--- config.mk ---
export PLATFORM = sky130hd
export DESIGN_NAME = cs_wait_gen
export DESIGN_NICKNAME = d
export VERILOG_FILES = /design/src/rtl/cs_wait_pkg.sv /design/src/rtl/cs_cfg_regs.sv /design/src/rtl/cs_area_match.sv /design/src/rtl/cs_prio_select.sv /design/src/rtl/cs_wait_ctrl.sv /design/src/rtl/cs_wait_gen.sv
export SDC_FILE = /design/constraint.sdc
export NUM_CORES = 1
export LEC_CHECK = 0
export BUFFER_PORTS_ARGS = -buffer_cell sky130_fd_sc_hd__buf_2
export CAP_MARGIN = 40
export CORE_UTILIZATION = 57
export CTS_CLUSTER_SIZE = 24
export DETAILED_ROUTE_END_ITERATION = 10
export HOLD_SLACK_MARGIN = 0.06
export PLACE_DENSITY = 0.81
export SETUP_SLACK_MARGIN = 0.4
export SYNTH_ARGS = -nofsm -noshare
export SYNTH_HDL_FRONTEND = slang
export SYNTH_SLANG_ARGS = --single-unit
--- constraint.sdc ---
create_clock -name clk_i -period 7.18 [get_ports clk_i]
set_input_delay 1.436 -clock clk_i [delete_from_list [all_inputs] [get_ports clk_i]]
set_output_delay 1.436 -clock clk_i [all_outputs]
set_load 0.05 [all_outputs]
--- src/rtl/cs_wait_pkg.sv ---
package cs_wait_pkg;
  localparam int N_AREA  = 4;
  localparam int IDX_W   = 2;
  localparam int CFG_AW  = 2 + IDX_W;
  localparam int DATA_W  = 8;
  localparam int WAIT_W  = 3;

  typedef struct packed {
    logic              en;
    logic              wide;
    logic [WAIT_W-1:0] wcode;
  } area_ctl_t;

  // register group select in cfg address bits [3:2]
  localparam logic [1:0] GRP_BASE = 2'd0;
  localparam logic [1:0] GRP_MASK = 2'd1;
  localparam logic [1:0] GRP_CTL  = 2'd2;
  localparam logic [1:0] GRP_DFLT = 2'd3;

  localparam area_ctl_t DFLT_RESET = '{en: 1'b0, wide: 1'b1, wcode: 3'd3};
endpackage

--- src/rtl/cs_cfg_regs.sv ---
module cs_cfg_regs
  import cs_wait_pkg::*;
#(
  parameter int BASE_W = 8
) (
  input  logic                             clk_i,
  input  logic                             rst_ni,
  input  logic                             we_i,
  input  logic [CFG_AW-1:0]                waddr_i,
  input  logic [DATA_W-1:0]                wdata_i,
  output logic [N_AREA-1:0][BASE_W-1:0]    base_o,
  output logic [N_AREA-1:0][BASE_W-1:0]    mask_o,
  output area_ctl_t [N_AREA-1:0]           ctl_o,
  output area_ctl_t                        dflt_o
);
  logic [1:0]       grp;
  logic [IDX_W-1:0] idx;
  area_ctl_t        wctl;
  logic             unused_wdata;

  assign grp  = waddr_i[CFG_AW-1 -: 2];
  assign idx  = waddr_i[IDX_W-1:0];
  assign wctl = '{en: wdata_i[7], wide: wdata_i[4], wcode: wdata_i[2:0]};
  assign unused_wdata = ^{wdata_i[6:5], wdata_i[3]};

  for (genvar i = 0; i < N_AREA; i++) begin : g_area
    always_ff @(posedge clk_i or negedge rst_ni) begin
      if (!rst_ni) begin
        base_o[i] <= '0;
        mask_o[i] <= '0;
        ctl_o[i]  <= '0;
      end else if (we_i && idx == IDX_W'(i)) begin
        if (grp == GRP_BASE) base_o[i] <= wdata_i[BASE_W-1:0];
        if (grp == GRP_MASK) mask_o[i] <= wdata_i[BASE_W-1:0];
        if (grp == GRP_CTL)  ctl_o[i]  <= wctl;
      end
    end
  end

  always_ff @(posedge clk_i or negedge rst_ni) begin
    if (!rst_ni)                        dflt_o <= DFLT_RESET;
    else if (we_i && grp == GRP_DFLT)   dflt_o <= '{en: 1'b0, wide: wctl.wide, wcode: wctl.wcode};
  end
endmodule

--- src/rtl/cs_area_match.sv ---
module cs_area_match
  import cs_wait_pkg::*;
#(
  parameter int BASE_W = 8
) (
  input  logic [BASE_W-1:0]              addr_hi_i,
  input  logic [N_AREA-1:0][BASE_W-1:0]  base_i,
  input  logic [N_AREA-1:0][BASE_W-1:0]  mask_i,
  input  area_ctl_t [N_AREA-1:0]         ctl_i,
  output logic [N_AREA-1:0]              hit_o
);
  for (genvar i = 0; i < N_AREA; i++) begin : g_cmp
    assign hit_o[i] = ctl_i[i].en &&
                      (((addr_hi_i ^ base_i[i]) & ~mask_i[i]) == '0);
  end
endmodule

--- src/rtl/cs_prio_select.sv ---
module cs_prio_select
  import cs_wait_pkg::*;
(
  input  logic [N_AREA-1:0]      hit_i,
  input  area_ctl_t [N_AREA-1:0] ctl_i,
  input  area_ctl_t              dflt_i,
  output logic [N_AREA-1:0]      sel_o,
  output area_ctl_t              sel_ctl_o
);
  // scan from the top down so the lowest index overwrites last
  always_comb begin
    sel_o     = '0;
    sel_ctl_o = dflt_i;
    for (int i = N_AREA - 1; i >= 0; i--) begin
      if (hit_i[i]) begin
        sel_o     = '0;
        sel_o[i]  = 1'b1;
        sel_ctl_o = ctl_i[i];
      end
    end
  end
endmodule

--- src/rtl/cs_wait_ctrl.sv ---
module cs_wait_ctrl
  import cs_wait_pkg::*;
#(
  parameter int CNT_W = 4
) (
  input  logic              clk_i,
  input  logic              rst_ni,
  input  logic              req_i,
  input  logic              bypass_i,
  input  logic [WAIT_W-1:0] wcode_i,
  input  logic              ext_wait_i,
  output logic              ready_o
);
  localparam logic [CNT_W-1:0] CNT_MAX = '1;

  logic [CNT_W-1:0] cnt_q;
  logic             fixed, done, stall;

  assign fixed = !wcode_i[WAIT_W-1];
  always_comb begin
    if (bypass_i)   done = 1'b1;
    else if (fixed) done = (cnt_q == CNT_W'(wcode_i));
    else            done = !ext_wait_i && (cnt_q != '0);
  end
  assign stall   = req_i && !done;
  assign ready_o = !stall;

  always_ff @(posedge clk_i or negedge rst_ni) begin
    if (!rst_ni)                     cnt_q <= '0;
    else if (!stall)                 cnt_q <= '0;
    else if (cnt_q != CNT_MAX)       cnt_q <= cnt_q + 1'b1;
  end
endmodule

--- src/rtl/cs_wait_gen.sv ---
module cs_wait_gen
  import cs_wait_pkg::*;
#(
  parameter int ADDR_W = 24,
  parameter int BASE_W = 8,
  parameter int CNT_W  = 4
) (
  input  logic              clk_i,
  input  logic              rst_ni,
  input  logic              cfg_we_i,
  input  logic [CFG_AW-1:0] cfg_addr_i,
  input  logic [DATA_W-1:0] cfg_wdata_i,
  input  logic              bus_req_i,
  input  logic [ADDR_W-1:0] bus_addr_i,
  input  logic              internal_i,
  input  logic              ext_wait_i,
  output logic [N_AREA-1:0] cs_n_o,
  output logic              bus_16b_o,
  output logic              ready_o
);
  logic [N_AREA-1:0][BASE_W-1:0] base, mask;
  area_ctl_t [N_AREA-1:0]        ctl;
  area_ctl_t                     dflt, sel_ctl;
  logic [N_AREA-1:0]             hit, sel, area_en;
  logic [WAIT_W-1:0]             sel_wcode;
  logic [BASE_W-1:0]             addr_hi;
  logic                          decode_on;
  logic                          unused_addr;

  assign addr_hi     = bus_addr_i[ADDR_W-1 -: BASE_W];
  assign unused_addr = ^bus_addr_i[ADDR_W-BASE_W-1:0] ^ sel_ctl.en;

  cs_cfg_regs #(.BASE_W(BASE_W)) u_regs (
    .clk_i, .rst_ni,
    .we_i(cfg_we_i), .waddr_i(cfg_addr_i), .wdata_i(cfg_wdata_i),
    .base_o(base), .mask_o(mask), .ctl_o(ctl), .dflt_o(dflt)
  );

  cs_area_match #(.BASE_W(BASE_W)) u_match (
    .addr_hi_i(addr_hi), .base_i(base), .mask_i(mask), .ctl_i(ctl), .hit_o(hit)
  );

  cs_prio_select u_sel (
    .hit_i(hit), .ctl_i(ctl), .dflt_i(dflt), .sel_o(sel), .sel_ctl_o(sel_ctl)
  );

  cs_wait_ctrl #(.CNT_W(CNT_W)) u_wait (
    .clk_i, .rst_ni,
    .req_i(bus_req_i), .bypass_i(internal_i), .wcode_i(sel_wcode),
    .ext_wait_i(ext_wait_i), .ready_o(ready_o)
  );

  for (genvar i = 0; i < N_AREA; i++) begin : g_en
    assign area_en[i] = ctl[i].en;
  end

  assign sel_wcode = sel_ctl.wcode;
  assign decode_on = bus_req_i && !internal_i;
  assign cs_n_o    = ~(sel & {N_AREA{decode_on}});
  assign bus_16b_o = sel_ctl.wide;
endmodule

==> key figures <==
Timing
  – Fin Hold WS: ~0.5 ns
  – Fin. Hold Viols: 0
  – Max_slew headroom: a little over two fifths
  – Tcrit/Tclk final: 78.82%
  – Final Max Tran Viols: 0
  – Setup TNS: 0 ns
  – Fmax: around 180 MHz
  – Worst-Margin Slew: 0.8719 ns
  – Setup violations, final: 0
  – Final Critical Period: between 5 and 6 ns
  – Unrepaired setup endpoints after global routing: no
  – Final Skew: around 0.010 ns

Power
  – Peak VDD IR: approximately 0.16 mV
  – LEAKAGE: 2.030 nW
  – Pwr dens: 279.4 mW/mm²
  – Pwr Total: 1.346 mW

Synth
  – Synth area leaders: dfrtp_1, mux2_2, xnor2_1
  – Syn. warnings: 0
  – Post-synth top area cell: dfrtp_1
  – Seq/Total Area, Yosys: 52.75%
  – Most frequent cell after synthesis: dfrtp_1
  – Syn Area/Cell: 12.60 µm²
  – Yosys cell types: 45
  – Post-synth top area share: 50.94%
  – Post-synth EDFFs: 0
  – Post-Syn Area: 0.004372 mm²
  – Commonest register cell after synthesis: dfrtp_1
  – Yosys reg bits: 92
  – Post-Synthesis Cells: 347
  – Synth cell count leaders: dfrtp_1, mux2_2, xnor2_1
  – Post-synth ARST share: 100.0%
  – Post-Syn Nets: 391

Clock network
  – PostCTS Resize Cnt: 0
  – Sink Count: 92
  – Inserted Clock Buffers: 9
  – Root buf cell: clkbuf_8
  – Setup bufs post-CTS: 0
  – Clock Latency Late Sink: 0.36 ns
  – CTS clk-pin slew, worst paths: ~0.08 ns
  – Hold_buf cts: 0
  – Clk buf depth: 2
  – H-tree Lvls: 3
  – CTS tree: done

Layout
  – Register area: about 0.0023 mm²
  – # diodes: 0
  – Fill count: 579
  – Fin cells: just under 500
  – Area Overhead vs Synth: 10.19%
  – Util after Layout: 65.71%
  – Final Net Count: 422
  – Ratio of cells with drive above 1 in the final layout: 37.08%
  – Multi-input gate area: around 0.002 mm²

Run
  – Total of max-cap violations: 0

Outcome
  – Status: finished, final reports clean

Global routing
  – First-pass GRT wire length: approximately 14 mm
  – Vias in the first global route: 2809
  – Total Routing Usage GR: 24.75%
  – Largest net degree at the start of global routing: 71
  – Initial antenna violation count: 0
  – Grt ovf: 0

Die
  – Top Ports: 48
  – Die X-Extent: 89.58 µm
  – Die area: 0.008024 mm²
  – Initial Util: 59.63%
  – Die H: approximately 90 µm
  – Core Area: approximately 0.0073 mm²
  – Site row count: 31

Critical path
  – Crit path largest cell delay: 0.70 ns
  – Critical path type: in -> out
  – CP Launch Point: bus_addr_i[17]
  – CP Data Arrival Time: roughly 4.2 ns
  – R2R cell count: 8
  – R2R Path Start: u_regs.base_o[9]
  – Worst path cell trace: buf_2, xor2_1, a222oi_1, or4b_1, and2_4, and3_1, o21ai_1, mux2_4, a21bo_1, buf_2
  – Critical path fanouts, max: 8
  – Critical Path RT: 5.74 ns
  – Crit-path most repeated cell: buf_2
  – CP startpoint kind: input port
  – Slowest cell on crit path: or4b_1
  – Crit path capture type: output pin

Place
  – Cells after DPL: between 400 and 500
  – Dpl hpwl: 6.418 mm
  – IO buf count: 31
  – Routability cong.: between 0.8 and 0.9

Route
  – Detailed Route WL: 8.848 mm
  – Final ANT Viol Nets: 0
  – Routed vias/inst: 5.776
  – Avg WL per Cell: 18.36 µm
  – Routed via count: 2784
  – Initial DRC count: 121
  – Drt drc: 0
  – Initial DRT Pass Iterations: 6

Worst hold path
  – WHS Path Cells: 1
  – Hold Startpoint: u_regs.dflt_o[2]
  – HP Class: reg -> reg
report_power, final:
group | internal, mW | switching [mW]
logic | 0.166 | 0.143
clock network | 0.161 | 0.174
registers | 0.635 | 0.0657
total | 0.963 | 0.383
worst paths after layout:
kind	slack (ns)	endpoint
worst max-delay path	1.52	ready_o
worst min-delay path	0.51	u_regs.dflt_o[2]
worst max register to register	4.31	u_wait.cnt_q[0]
worst min register to register	0.51	u_regs.dflt_o[2]
max in group asynchronous	5.46	u_regs.mask_o[16]
min in group asynchronous	0.96	u_regs.ctl_o[11]
through the flow:
step	setup WS, ns	cell area (µm²)
after global placement	1.586	4604
after global routing	1.402	4817
after floorplan	1.884	4372
after CTS	1.527	4817
final	1.521	4817
after detailed placement	1.537	4632
final cells by class:
| cell class | instances | share of cell area, % |
|---|---|---|
| repair buffers | 33 | 4.000 |
| flip-flops and latches | 92 | 47.87 |
| clock buffers | 12 | 2.805 |
| clock inverters | 4 | 1.039 |
| inverters | 9 | 0.7013 |
| well taps | 99 | 2.571 |
| multi-input cells | 233 | 41.01 |
layer usage:
layer | track usage, % | up-vias | share of wire (%)
met4 | 11.40 | 0 | 2.7
met3 | 4.296 | 16 | 3.3
met1 | 33.03 | 1401 | 46
met5 | 0 | - | 0
met2 | 39.88 | 66 | 48
li1 | - | 1301 | -
critical path: cells and delay by family:
family | cells | cell delay [ns]
mux | 1 | 0.34
simple gates | 3 | 1.09
compound gates | 3 | 0.81
buf+inv | 2 | 0.35
xor+xnor | 1 | 0.18
flip-flops by register name (all words and copies together), names as in the netlist:
register and count:
u_regs.base_o 32, u_regs.ctl_o 20, u_regs.mask_o 32, u_wait.cnt_q 4
u_regs.dflt_o 4
cell usage in the layout, fill, tap and decap left out, drive strengths merged, types with 2 or more instances in the layout:
| cell | count |
|---|---|
| dfrtp | 89 |
| nand2b | 6 |
| buf | 33 |
| a21oi | 6 |
| clkinv | 3 |
| a31oi | 2 |
| mux2i | 2 |
| nand3b | 5 |
| nand3 | 6 |
| clkinvlp | 2 |
| or2 | 2 |
| dfstp | 3 |
| xor2 | 6 |
| mux2 | 83 |
| nor3b | 4 |
| nor2 | 14 |
| nand2 | 16 |
| o22ai | 11 |
| o21ai | 18 |
| xnor2 | 28 |
| or4b | 3 |
| inv | 7 |
| clkbuf | 12 |
| a222oi | 2 |
| or3 | 4 |
| ha | 2 |
cell families after synthesis:
kind of cell             share of synthesized area (%)
AO/OA/AOI/OAI                                    7.041
XOR/XNOR                                         6.812
adder cells (fa/ha/maj)                         0.5723
buffers and inverters                            2.061
flip-flops                                       52.75
multiplexers                                     21.92
AND/OR/NAND/NOR                                  8.844
Note: power is estimated with default switching activity, not from simulation.
